===== src/rtl/ptw_pkg.sv =====
package ptw_pkg;

    localparam int ADDR_W         = 32;
    localparam int PTE_W          = 32;
    localparam int OFF_W          = 12;
    localparam int FRAME_W        = PTE_W - OFF_W;
    localparam int PTE_BYTES_LOG2 = 2;

    typedef enum logic [2:0] {
        ST_IDLE,
        ST_CHECK,
        ST_READ_REQ,
        ST_READ_WAIT,
        ST_RESPOND
    } walk_state_e;

    typedef enum logic [1:0] {
        ACC_READ  = 2'd0,
        ACC_WRITE = 2'd1,
        ACC_EXEC  = 2'd2,
        ACC_RSVD  = 2'd3
    } access_e;

    typedef enum logic [1:0] {
        RS_OK      = 2'd0,
        RS_BOUNDS  = 2'd1,
        RS_INVALID = 2'd2,
        RS_PERM    = 2'd3
    } status_e;

    typedef struct packed {
        logic x;
        logic w;
        logic r;
    } perm_t;

    typedef struct packed {
        logic [FRAME_W-1:0] frame;
        logic               present;
        perm_t              perm;
    } pte_t;

    function automatic pte_t unpack_pte(input logic [PTE_W-1:0] word);
        pte_t e;
        e.frame   = word[PTE_W-1:OFF_W];
        e.present = word[3];
        e.perm    = perm_t'(word[2:0]);
        return e;
    endfunction

    function automatic logic perm_allows(input perm_t p, input access_e k);
        case (k)
            ACC_READ:  return p.r;
            ACC_WRITE: return p.w;
            ACC_EXEC:  return p.x;
            default:   return 1'b0;
        endcase
    endfunction

endpackage


===== src/rtl/ptw_cfg_regs.sv =====
module ptw_cfg_regs
    import ptw_pkg::*;
#(
    parameter int PN_W = 20
) (
    input  logic              clk,
    input  logic              rst,
    input  logic              wr_en,
    input  logic              wr_sel,
    input  logic              wr_priv,
    input  logic [ADDR_W-1:0] wr_data,
    input  logic              walker_idle,
    output logic              wr_ack,
    output logic [ADDR_W-1:0] tbl_base,
    output logic [PN_W:0]     tbl_limit
);

    assign wr_ack = wr_en & walker_idle;

    always_ff @(posedge clk) begin
        if (rst) begin
            tbl_base  <= '0;
            tbl_limit <= '0;
        end else if (wr_ack && wr_priv) begin
            if (wr_sel) tbl_limit <= wr_data[PN_W:0];
            else        tbl_base  <= wr_data;
        end
    end

    assert_cfg_frozen_R4: assert property (@(posedge clk) disable iff (rst)
        !walker_idle |=> ($stable(tbl_base) && $stable(tbl_limit)));

    assert_unpriv_ignored_R3: assert property (@(posedge clk) disable iff (rst)
        (wr_en && !wr_priv) |=> ($stable(tbl_base) && $stable(tbl_limit)));

endmodule


===== src/rtl/ptw_pte_check.sv =====
module ptw_pte_check
    import ptw_pkg::*;
(
    input  logic [PTE_W-1:0]   pte_word,
    input  logic [1:0]         kind,
    output status_e            status,
    output logic [FRAME_W-1:0] frame,
    output perm_t              perm
);

    pte_t entry;

    always_comb begin
        entry = unpack_pte(pte_word);
        frame = entry.frame;
        perm  = entry.perm;
        if (!entry.present)
            status = RS_INVALID;
        else if (!perm_allows(entry.perm, access_e'(kind)))
            status = RS_PERM;
        else
            status = RS_OK;
    end

endmodule


===== src/rtl/ptw_walk_fsm.sv =====
module ptw_walk_fsm
    import ptw_pkg::*;
#(
    parameter int PN_W = 20
) (
    input  logic              clk,
    input  logic              rst,
    input  logic              req_valid,
    input  logic [PN_W-1:0]   req_vpn,
    input  logic [OFF_W-1:0]  req_off,
    input  logic [1:0]        req_kind,
    input  logic [ADDR_W-1:0] tbl_base,
    input  logic [PN_W:0]     tbl_limit,
    input  logic              mem_req_ready,
    input  logic              mem_rsp_valid,
    input  logic [PTE_W-1:0]  mem_rsp_data,
    output logic              req_ready,
    output logic              walker_idle,
    output logic              mem_req_valid,
    output logic [ADDR_W-1:0] mem_req_addr,
    output logic              resp_valid,
    output logic              bounds_fault,
    output logic [PTE_W-1:0]  pte_word,
    output logic [PN_W-1:0]   vpn_q,
    output logic [OFF_W-1:0]  off_q,
    output logic [1:0]        kind_q
);

    walk_state_e state_q;
    logic        out_of_range;

    assign out_of_range  = ({1'b0, vpn_q} >= tbl_limit);
    assign walker_idle   = (state_q == ST_IDLE);
    assign req_ready     = walker_idle;
    assign mem_req_valid = (state_q == ST_READ_REQ);
    assign resp_valid    = (state_q == ST_RESPOND);

    always_ff @(posedge clk) begin
        if (rst) begin
            state_q      <= ST_IDLE;
            vpn_q        <= '0;
            off_q        <= '0;
            kind_q       <= '0;
            pte_word     <= '0;
            bounds_fault <= 1'b0;
            mem_req_addr <= '0;
        end else begin
            case (state_q)
                ST_IDLE: if (req_valid) begin
                    vpn_q        <= req_vpn;
                    off_q        <= req_off;
                    kind_q       <= req_kind;
                    pte_word     <= '0;
                    bounds_fault <= 1'b0;
                    state_q      <= ST_CHECK;
                end
                ST_CHECK: if (out_of_range) begin
                    bounds_fault <= 1'b1;
                    state_q      <= ST_RESPOND;
                end else begin
                    mem_req_addr <= tbl_base + (ADDR_W'(vpn_q) << PTE_BYTES_LOG2);
                    state_q      <= ST_READ_REQ;
                end
                ST_READ_REQ: if (mem_req_ready) state_q <= ST_READ_WAIT;
                ST_READ_WAIT: if (mem_rsp_valid) begin
                    pte_word <= mem_rsp_data;
                    state_q  <= ST_RESPOND;
                end
                ST_RESPOND: state_q <= ST_IDLE;
                default:    state_q <= ST_IDLE;
            endcase
        end
    end

    assert_read_in_range_R5: assert property (@(posedge clk) disable iff (rst)
        mem_req_valid |-> ({1'b0, vpn_q} < tbl_limit));

    assert_addr_held_R6: assert property (@(posedge clk) disable iff (rst)
        (mem_req_valid && !mem_req_ready) |=> (mem_req_valid && $stable(mem_req_addr)));

    assert_resp_pulse_R11: assert property (@(posedge clk) disable iff (rst)
        resp_valid |=> !resp_valid);

    assert_busy_after_accept_R11: assert property (@(posedge clk) disable iff (rst)
        (req_valid && req_ready) |=> !req_ready);

endmodule


===== src/rtl/ptw_top.sv =====
module ptw_top
    import ptw_pkg::*;
#(
    parameter int PN_W = 20
) (
    input  logic               clk,
    input  logic               rst,
    input  logic               cfg_wr_en,
    input  logic               cfg_wr_sel,
    input  logic               cfg_wr_priv,
    input  logic [31:0]        cfg_wr_data,
    output logic               cfg_wr_ack,
    input  logic               req_valid,
    output logic               req_ready,
    input  logic [PN_W-1:0]    req_vpn,
    input  logic [11:0]        req_offset,
    input  logic [1:0]         req_kind,
    output logic               mem_req_valid,
    input  logic               mem_req_ready,
    output logic [31:0]        mem_req_addr,
    input  logic               mem_rsp_valid,
    input  logic [31:0]        mem_rsp_data,
    output logic               resp_valid,
    output logic [1:0]         resp_status,
    output logic [19:0]        resp_frame,
    output logic [2:0]         resp_perm,
    output logic [31:0]        resp_paddr,
    output logic               fill_valid,
    output logic [PN_W-1:0]    fill_vpn,
    output logic [19:0]        fill_frame,
    output logic [2:0]         fill_perm
);

    logic [ADDR_W-1:0]  tbl_base;
    logic [PN_W:0]      tbl_limit;
    logic               walker_idle;
    logic               bounds_fault;
    logic [PTE_W-1:0]   pte_word;
    logic [PN_W-1:0]    vpn_q;
    logic [OFF_W-1:0]   off_q;
    logic [1:0]         kind_q;
    status_e            entry_status;
    logic [FRAME_W-1:0] entry_frame;
    perm_t              entry_perm;

    ptw_cfg_regs #(.PN_W(PN_W)) u_cfg (
        .clk         (clk),
        .rst         (rst),
        .wr_en       (cfg_wr_en),
        .wr_sel      (cfg_wr_sel),
        .wr_priv     (cfg_wr_priv),
        .wr_data     (cfg_wr_data),
        .walker_idle (walker_idle),
        .wr_ack      (cfg_wr_ack),
        .tbl_base    (tbl_base),
        .tbl_limit   (tbl_limit)
    );

    ptw_walk_fsm #(.PN_W(PN_W)) u_fsm (
        .clk           (clk),
        .rst           (rst),
        .req_valid     (req_valid),
        .req_vpn       (req_vpn),
        .req_off       (req_offset),
        .req_kind      (req_kind),
        .tbl_base      (tbl_base),
        .tbl_limit     (tbl_limit),
        .mem_req_ready (mem_req_ready),
        .mem_rsp_valid (mem_rsp_valid),
        .mem_rsp_data  (mem_rsp_data),
        .req_ready     (req_ready),
        .walker_idle   (walker_idle),
        .mem_req_valid (mem_req_valid),
        .mem_req_addr  (mem_req_addr),
        .resp_valid    (resp_valid),
        .bounds_fault  (bounds_fault),
        .pte_word      (pte_word),
        .vpn_q         (vpn_q),
        .off_q         (off_q),
        .kind_q        (kind_q)
    );

    ptw_pte_check u_chk (
        .pte_word (pte_word),
        .kind     (kind_q),
        .status   (entry_status),
        .frame    (entry_frame),
        .perm     (entry_perm)
    );

    always_comb begin
        resp_status = bounds_fault ? RS_BOUNDS : entry_status;
        resp_frame  = entry_frame;
        resp_perm   = entry_perm;
        resp_paddr  = {entry_frame, off_q};
        fill_valid  = resp_valid && !bounds_fault && (entry_status == RS_OK);
        fill_vpn    = vpn_q;
        fill_frame  = entry_frame;
        fill_perm   = entry_perm;
    end

    assert_fill_only_on_ok_R10: assert property (@(posedge clk) disable iff (rst)
        fill_valid |-> (resp_valid && resp_status == RS_OK));

    assert_no_read_while_idle_R11: assert property (@(posedge clk) disable iff (rst)
        req_ready |-> (!mem_req_valid && !resp_valid));

endmodule


===== config.mk =====
export PLATFORM = sky130hd
export DESIGN_NAME = ptw_top
export DESIGN_NICKNAME = d
export VERILOG_FILES = /design/src/rtl/ptw_pkg.sv /design/src/rtl/ptw_cfg_regs.sv /design/src/rtl/ptw_pte_check.sv /design/src/rtl/ptw_walk_fsm.sv /design/src/rtl/ptw_top.sv
export SDC_FILE = /design/constraint.sdc
export NUM_CORES = 1
export LEC_CHECK = 0
export ABC_AREA = 1
export BUFFER_PORTS_ARGS = -buffer_cell sky130_fd_sc_hd__buf_2
export CORE_MARGIN = 10
export CORE_UTILIZATION = 57
export CTS_CLUSTER_SIZE = 8
export DETAILED_ROUTE_END_ITERATION = 6
export HOLD_SLACK_MARGIN = 0.03
export MAX_ROUTING_LAYER = met4
export PLACE_DENSITY = 0.84
export SLEW_MARGIN = 20
export SYNTH_ARGS = -nofsm -noshare
export SYNTH_HDL_FRONTEND = slang
export SYNTH_SLANG_ARGS = --single-unit
export TNS_END_PERCENT = 1

===== constraint.sdc =====
create_clock -name clk -period 3.19 [get_ports clk]
set_input_delay 0.1595 -clock clk [delete_from_list [all_inputs] [get_ports clk]]
set_output_delay 0.1595 -clock clk [all_outputs]
set_load 0.01 [all_outputs]

# [Word level (Yosys, flattened, before mapping)]
# Cells that the tools add are included.
[totals] output_inout_bits=137 regBits=155 word_cells=56
[classes] add_sub_neg=1 order_cmp=1 bitwise_logic=3 n_mux=16 eq_ne=10 reduce_logical=16
[ops] cell="$mux W32" n=2
[ops] cell="$pmux W32 S2" n=1
[ops] cell="$add A32 B22 Y32" n=1
[ops] cell="$ge A20 B21 Y1" n=1
[ops] cell="$mux W3" n=4
[ops] cell="$pmux W3 S4" n=1
[ops] cell="$reduce_and A3 Y1" n=3
[ops] cell="$reduce_and A2 Y1" n=4
[ops] cell="$eq A3 B2 Y1 const B" n=2
[ops] cell="$mux W2" n=3
[ops] cell="$logic_not A2 Y1" n=2
[ops] cell="$ne A2 B1 Y1 const B" n=2
[ops] cell="$ne A2 B2 Y1 const B" n=2
[ops] cell="$reduce_bool A2 Y1" n=2
[ops] cell="$eq A3 B1 Y1 const B" n=1
[ops] cell="$eq A3 B3 Y1 const B" n=1
[ops] cell="$logic_and A1 B1 Y1" n=3
[ops] cell="$logic_not A3 Y1" n=1
[ops] cell="$mux W1" n=3
[ops] cell="$pmux W1 S3" n=1
[ops] cell="$eq A2 B1 Y1 const B" n=1
[ops] cell="$eq A2 B2 Y1 const B" n=1
[ops] cell="$not A1 Y1" n=2
[ops] cell="$pmux W1 S2" n=1
[ops] cell="other kinds (2)" n=2

# [Depth between registers and ports, before layout]
[depth] ltp_word=7 depth_mapped=14

# [Hierarchy]
# A second synthesis with hierarchy kept.
[unflattened] hier_cells=1361 hier_area_um2=8873.5
[by_module_without_submodules] module="ptw_walk_fsm" cells_per_inst=953 area_each_um2=6108.4 instances=1
[by_module_without_submodules] module="ptw_cfg_regs" cells_per_inst=326 area_each_um2=2192.1 instances=1
[by_module_without_submodules] module="ptw_top" cells_per_inst=50 area_each_um2=354.1 instances=1
[by_module_without_submodules] module="ptw_pte_check" cells_per_inst=32 area_each_um2=219.0 instances=1

# [Least setup slack after synthesis]
# OpenSTA, ideal clock, no wires.
[synth_timing] kind="register -> register" start="register u_fsm.vpn_q[0]" end="register u_fsm.mem_req_addr[22]" setup_time_ps=112 stages_incl_launch_ff=15 t_required_ps=3078 setup_slack_ps=1281 synth_period_minus_slack_ps=1909 path_buffers=0 arrival_ps=1797 path_cell_list="dfxtp_1 ha_1 fa_1 nand3_1 nand3_1 nand2_1 nand2_1 nand2_1 nand2_1 nand2_1 nand2_1 nand2_1 nand2_1 nor2_1 nor2_1"
[synth_via] elab_chain_len=3 word_cells_on_any_way=4 classes_between="add/sub: 1; order compare: 1; bitwise: 1; reduce/logical: 1"
[synth_rtl] element="start, declared" line="ptw_walk_fsm.sv:24" text="output logic [PN_W-1:0] vpn_q,"
[synth_rtl] element="start signal, assigned" line="ptw_walk_fsm.sv:50" text="vpn_q <= req_vpn;"
[synth_rtl] element="$ge A20 B21 Y1" line="ptw_walk_fsm.sv:32" text="assign out_of_range = ({1'b0, vpn_q} >= tbl_limit);"
[synth_rtl] element="$not A1 Y1 (no source line)"
[synth_rtl] element="$reduce_and A2 Y1 (no source line)"
[synth_rtl] element="end signal, assigned" line="ptw_walk_fsm.sv:61" text="mem_req_addr <= tbl_base + (ADDR_W'(vpn_q) << PTE_BYTES_LOG2);"
[synth_rtl] element="end, declared" line="ptw_walk_fsm.sv:20" text="output logic [ADDR_W-1:0] mem_req_addr,"
# Several ways; a longest one is shown, not always the timed one.
# A chain may end at the register's enable or synchronous reset.

# [Worst setup path after layout]
[layout_timing] start="register u_fsm.vpn_q[12]" end="register u_fsm.mem_req_addr[20]"
# Same word-level chain as after synthesis.

==> impl_metrics.sql <==
INSERT INTO impl_metrics (metric_group, metric, value, unit) VALUES
('yosys', 'yosysWarningCount', '0', ''),
('sta', 'final_worst_setup_slack', '0.471', 'ns'),
('setup_path', 'max_stage_delay_on_crit_path', '0.61', 'ns'),
('floorplan', 'std_cell_rows', '43', ''),
('sta', 'finalClockSkew', '0.00917', 'ns'),
('route', 'count_of_nets_left_with_antenna_violations_after_detail_routing', '0', ''),
('global_routing', 'grtUsageTotal', '26.6', '%'),
('cts', 'post_cts_buffers', '0', ''),
('setup_path', 'critPathCapture', 'u_fsm.mem_req_addr[20]', ''),
('finish', 'final-instance-count-excl-fill', '1625', ''),
('yosys', 'seq_area_frac_synth', '36.0', '%'),
('cts', 'cts_resized', '0', ''),
('floorplan', 'initial_core_util', '58.5', '%'),
('hold_path', 'whs_path_depth', '3', ''),
('setup_path', 'timing.rr.end', 'u_fsm.mem_req_addr[20]', ''),
('yosys', 'netlist_top_cells_area', 'sky130_fd_sc_hd__dfxtp_1 (36%), sky130_fd_sc_hd__nand2_1 (12%), sky130_fd_sc_hd__a21oi_1 (7.8%)', ''),
('route', 'via_count', '8622', ''),
('setup_path', 'regToRegStartpoint', 'u_fsm.vpn_q[12]', ''),
('finish', 'syn2layout_area_growth', '27.0', '%'),
('global_routing', 'antenna_found_initial', '2', ''),
('setup_path', 'crit_slowest_cell', 'sky130_fd_sc_hd__nand3_2', ''),
('setup_path', 'cp_num_cells', '11', ''),
('sta', 'timing.final.max_slew_violations', '0', ''),
('yosys', 'yosys-top-cells-count', 'sky130_fd_sc_hd__nand2_1 (260), sky130_fd_sc_hd__dfxtp_1 (147), sky130_fd_sc_hd__nor2_1 (146)', ''),
('route', 'route.met3.wl', '2000', 'um'),
('floorplan', 'fp.dieW', '140', 'um'),
('cts', 'cts.root.buffer_cell', 'sky130_fd_sc_hd__clkbuf_16', ''),
('setup_path', 'worstRegToRegCells', '11', ''),
('sta', 'worst_rel_slew_slack', '50.3', '%'),
('placed_design', 'numPlacedInstances', '1504', ''),
('sta', 'final_critical_path_required_period', '2.72', 'ns'),
('yosys', 'netlist.top_cell.by_area', 'sky130_fd_sc_hd__dfxtp_1', ''),
('cts', 'hold_buffers', '86', ''),
('route', 'met2WireLength', '12400', 'um'),
('sta', 'fin_tns_setup', '0', 'ns'),
('global_routing', 'grt-ovfl-total', '0', ''),
('cts', 'clk_pin_slew', '0.06', 'ns'),
('yosys', 'synth.avg_cell_area', '6.82', 'um2'),
('cts', 'cts_made_buffers', '17', ''),
('yosys', 'mappedNetlistNets', '1346', ''),
('flow_run', 'maxCapViolCount', '0', ''),
('placed_design', 'place.detailed.hpwl', '17900', 'um'),
('floorplan', 'dieArea', '19500', 'um2'),
('cts', 'cts_htree_levels', '4', ''),
('status', 'outcome', 'complete, no violations', ''),
('cts', 'cts_tree', 'built', ''),
('yosys', 'synth_enable_flop_cells', '0', ''),
('setup_path', 'critPathArrivalTime', '3.07', 'ns'),
('power_and_ir_drop', 'p_leak', '5.33', 'nW'),
('cts', 'clkSinkCount', '147', ''),
('hold_path', 'hold_path.class', 'in -> reg', ''),
('cts', 'insertion_delay', '0.43', 'ns'),
('hold_path', 'timing.hold.worst.start', 'req_vpn[17]', ''),
('route', 'wire_per_inst', '16.1', 'um'),
('sta', 'hold_violations', '0', ''),
('route', 'drt_iter0_markers', '699', ''),
('finish', 'post_route_cells_drive_above_1_share', '20.8', '%'),
('yosys', 'synth_area', '8180', 'um2'),
('placed_design', 'port_buffers', '234', ''),
('setup_path', 'critical_path.top_delay_family', 'simple AND/OR/NAND/NOR gates', ''),
('setup_path', 'critical_path.endpoint_type', 'flop', ''),
('yosys', 'async_reset_ff_share', '0', '%'),
('sta', 'slew_at_the_pin_closest_to_its_max_slew_limit', '0.744', 'ns'),
('power_and_ir_drop', 'power_density', '768', 'nW/um2'),
('power_and_ir_drop', 'power.ir.vdd_worst', '0.505', 'mV'),
('yosys', 'synth_most_common_cell', 'sky130_fd_sc_hd__nand2_1', ''),
('yosys', 'netlist-cell-type-count', '32', ''),
('setup_path', 'critPathKind', 'reg -> reg', ''),
('floorplan', 'num_io_pins', '243', ''),
('setup_path', 'critPathRequiredTime', '3.55', 'ns'),
('route', 'routed_via_density', '5.31', '');
## sequential cells by signal, summed over array words and instances (netlist names)
register / count
u_fsm.mem_req_addr: 32
u_fsm.kind_q: 2
u_fsm.pte_word: 24
u_cfg.tbl_base: 32
u_fsm.off_q: 12
u_cfg.tbl_limit: 21
u_fsm.bounds_fault: 1
u_fsm.vpn_q: 20
u_fsm.state_q: 3
## metal layers
layer / track usage (%) / vias to the layer above
met2: 43.1 / 408
met4: 10.6 / 0
met1: 31.2 / 3877
met5: - / -
li1: - / 4269
met3: 6.36 / 68
## worst register-to-register path, cell delays in order, from the launching register on
cell and delay (ns):
sky130_fd_sc_hd__dfxtp_1 0.43, sky130_fd_sc_hd__ha_1 0.30, sky130_fd_sc_hd__nand2_1 0.13, sky130_fd_sc_hd__a21oi_1 0.05
sky130_fd_sc_hd__nor2_1 0.11, sky130_fd_sc_hd__nand2_1 0.07, sky130_fd_sc_hd__a21oi_1 0.31, sky130_fd_sc_hd__nand3_2 0.61
sky130_fd_sc_hd__buf_12 0.40, sky130_fd_sc_hd__nand2_1 0.08, sky130_fd_sc_hd__nand2_1 0.05, sky130_fd_sc_hd__a21oi_1 0.12
## worst min-delay path by stage
stage                               endpoint  slack (ns)
after floorplan           u_cfg.tbl_limit[0]        0.29
after global placement     u_fsm.pte_word[1]        0.39
after detailed placement  u_fsm.pte_word[31]        0.40
after CTS                    u_fsm.vpn_q[17]        0.04
after global routing         u_fsm.vpn_q[17]        0.07
final                        u_fsm.vpn_q[17]        0.06
## where the power goes
part           internal (mW)  switching [mW]  leakage, nW  total, mW
clock                   1.32           0.786        0.305       2.11
sequential              2.28           0.331         1.20       2.61
combinational           1.19            2.07         3.82       3.26
## layout make-up
class | instances | area (um2)
Inverter | 123 | 462
Antenna cell | 3 | 7.51
Clock inverter | 14 | 186
Timing Repair Buffer | 328 | 2100
Tap cell | 180 | 225
Clock buffer | 18 | 439
Sequential cell | 147 | 2940
Fill cell | 1096 | 3600
Multi-Input combinational cell | 812 | 4020
## layout by cell type, fill, tap and decap left out, types with 11 or more instances in the layout
cell	n
sky130_fd_sc_hd__ha_1	40
sky130_fd_sc_hd__o21ai_1	11
sky130_fd_sc_hd__dfxtp_1	147
sky130_fd_sc_hd__nand4_1	12
sky130_fd_sc_hd__o21ai_0	87
sky130_fd_sc_hd__a21oi_1	128
sky130_fd_sc_hd__nor2_1	146
sky130_fd_sc_hd__nand2_1	260
sky130_fd_sc_hd__buf_2	234
sky130_fd_sc_hd__dlygate4sd3_1	86
sky130_fd_sc_hd__clkbuf_16	17
sky130_fd_sc_hd__inv_1	116
sky130_fd_sc_hd__nand3_1	74
## per-stage QoR
step | area, um2 | power [mW] | hold slack, ns | utilization (%)
2_1_floorplan | 8180 | 4.93 | 0.294 | -
3_3_place_gp | 8900 | 5.67 | 0.386 | 63.6
3_5_place_dp | 8900 | 5.73 | 0.398 | 63.6
4_1_cts | 10400 | 7.95 | 0.0395 | 74.2
5_1_grt | 10400 | 8.52 | 0.0669 | 74.3
6_report | 10400 | 7.98 | 0.0598 | 74.3
## kinds of logic after synthesis
| kind of cell | after synthesis | share of synthesized area, % |
|---|---|---|
| compound gates | 238 | 15.1 |
| xor+xnor | 11 | 1.18 |
| simple gates | 522 | 26.6 |
| fa+ha+maj | 41 | 6.36 |
| flops | 147 | 36.0 |
| buf+inv | 240 | 14.8 |
Note: power is estimated with default switching activity, not from simulation.
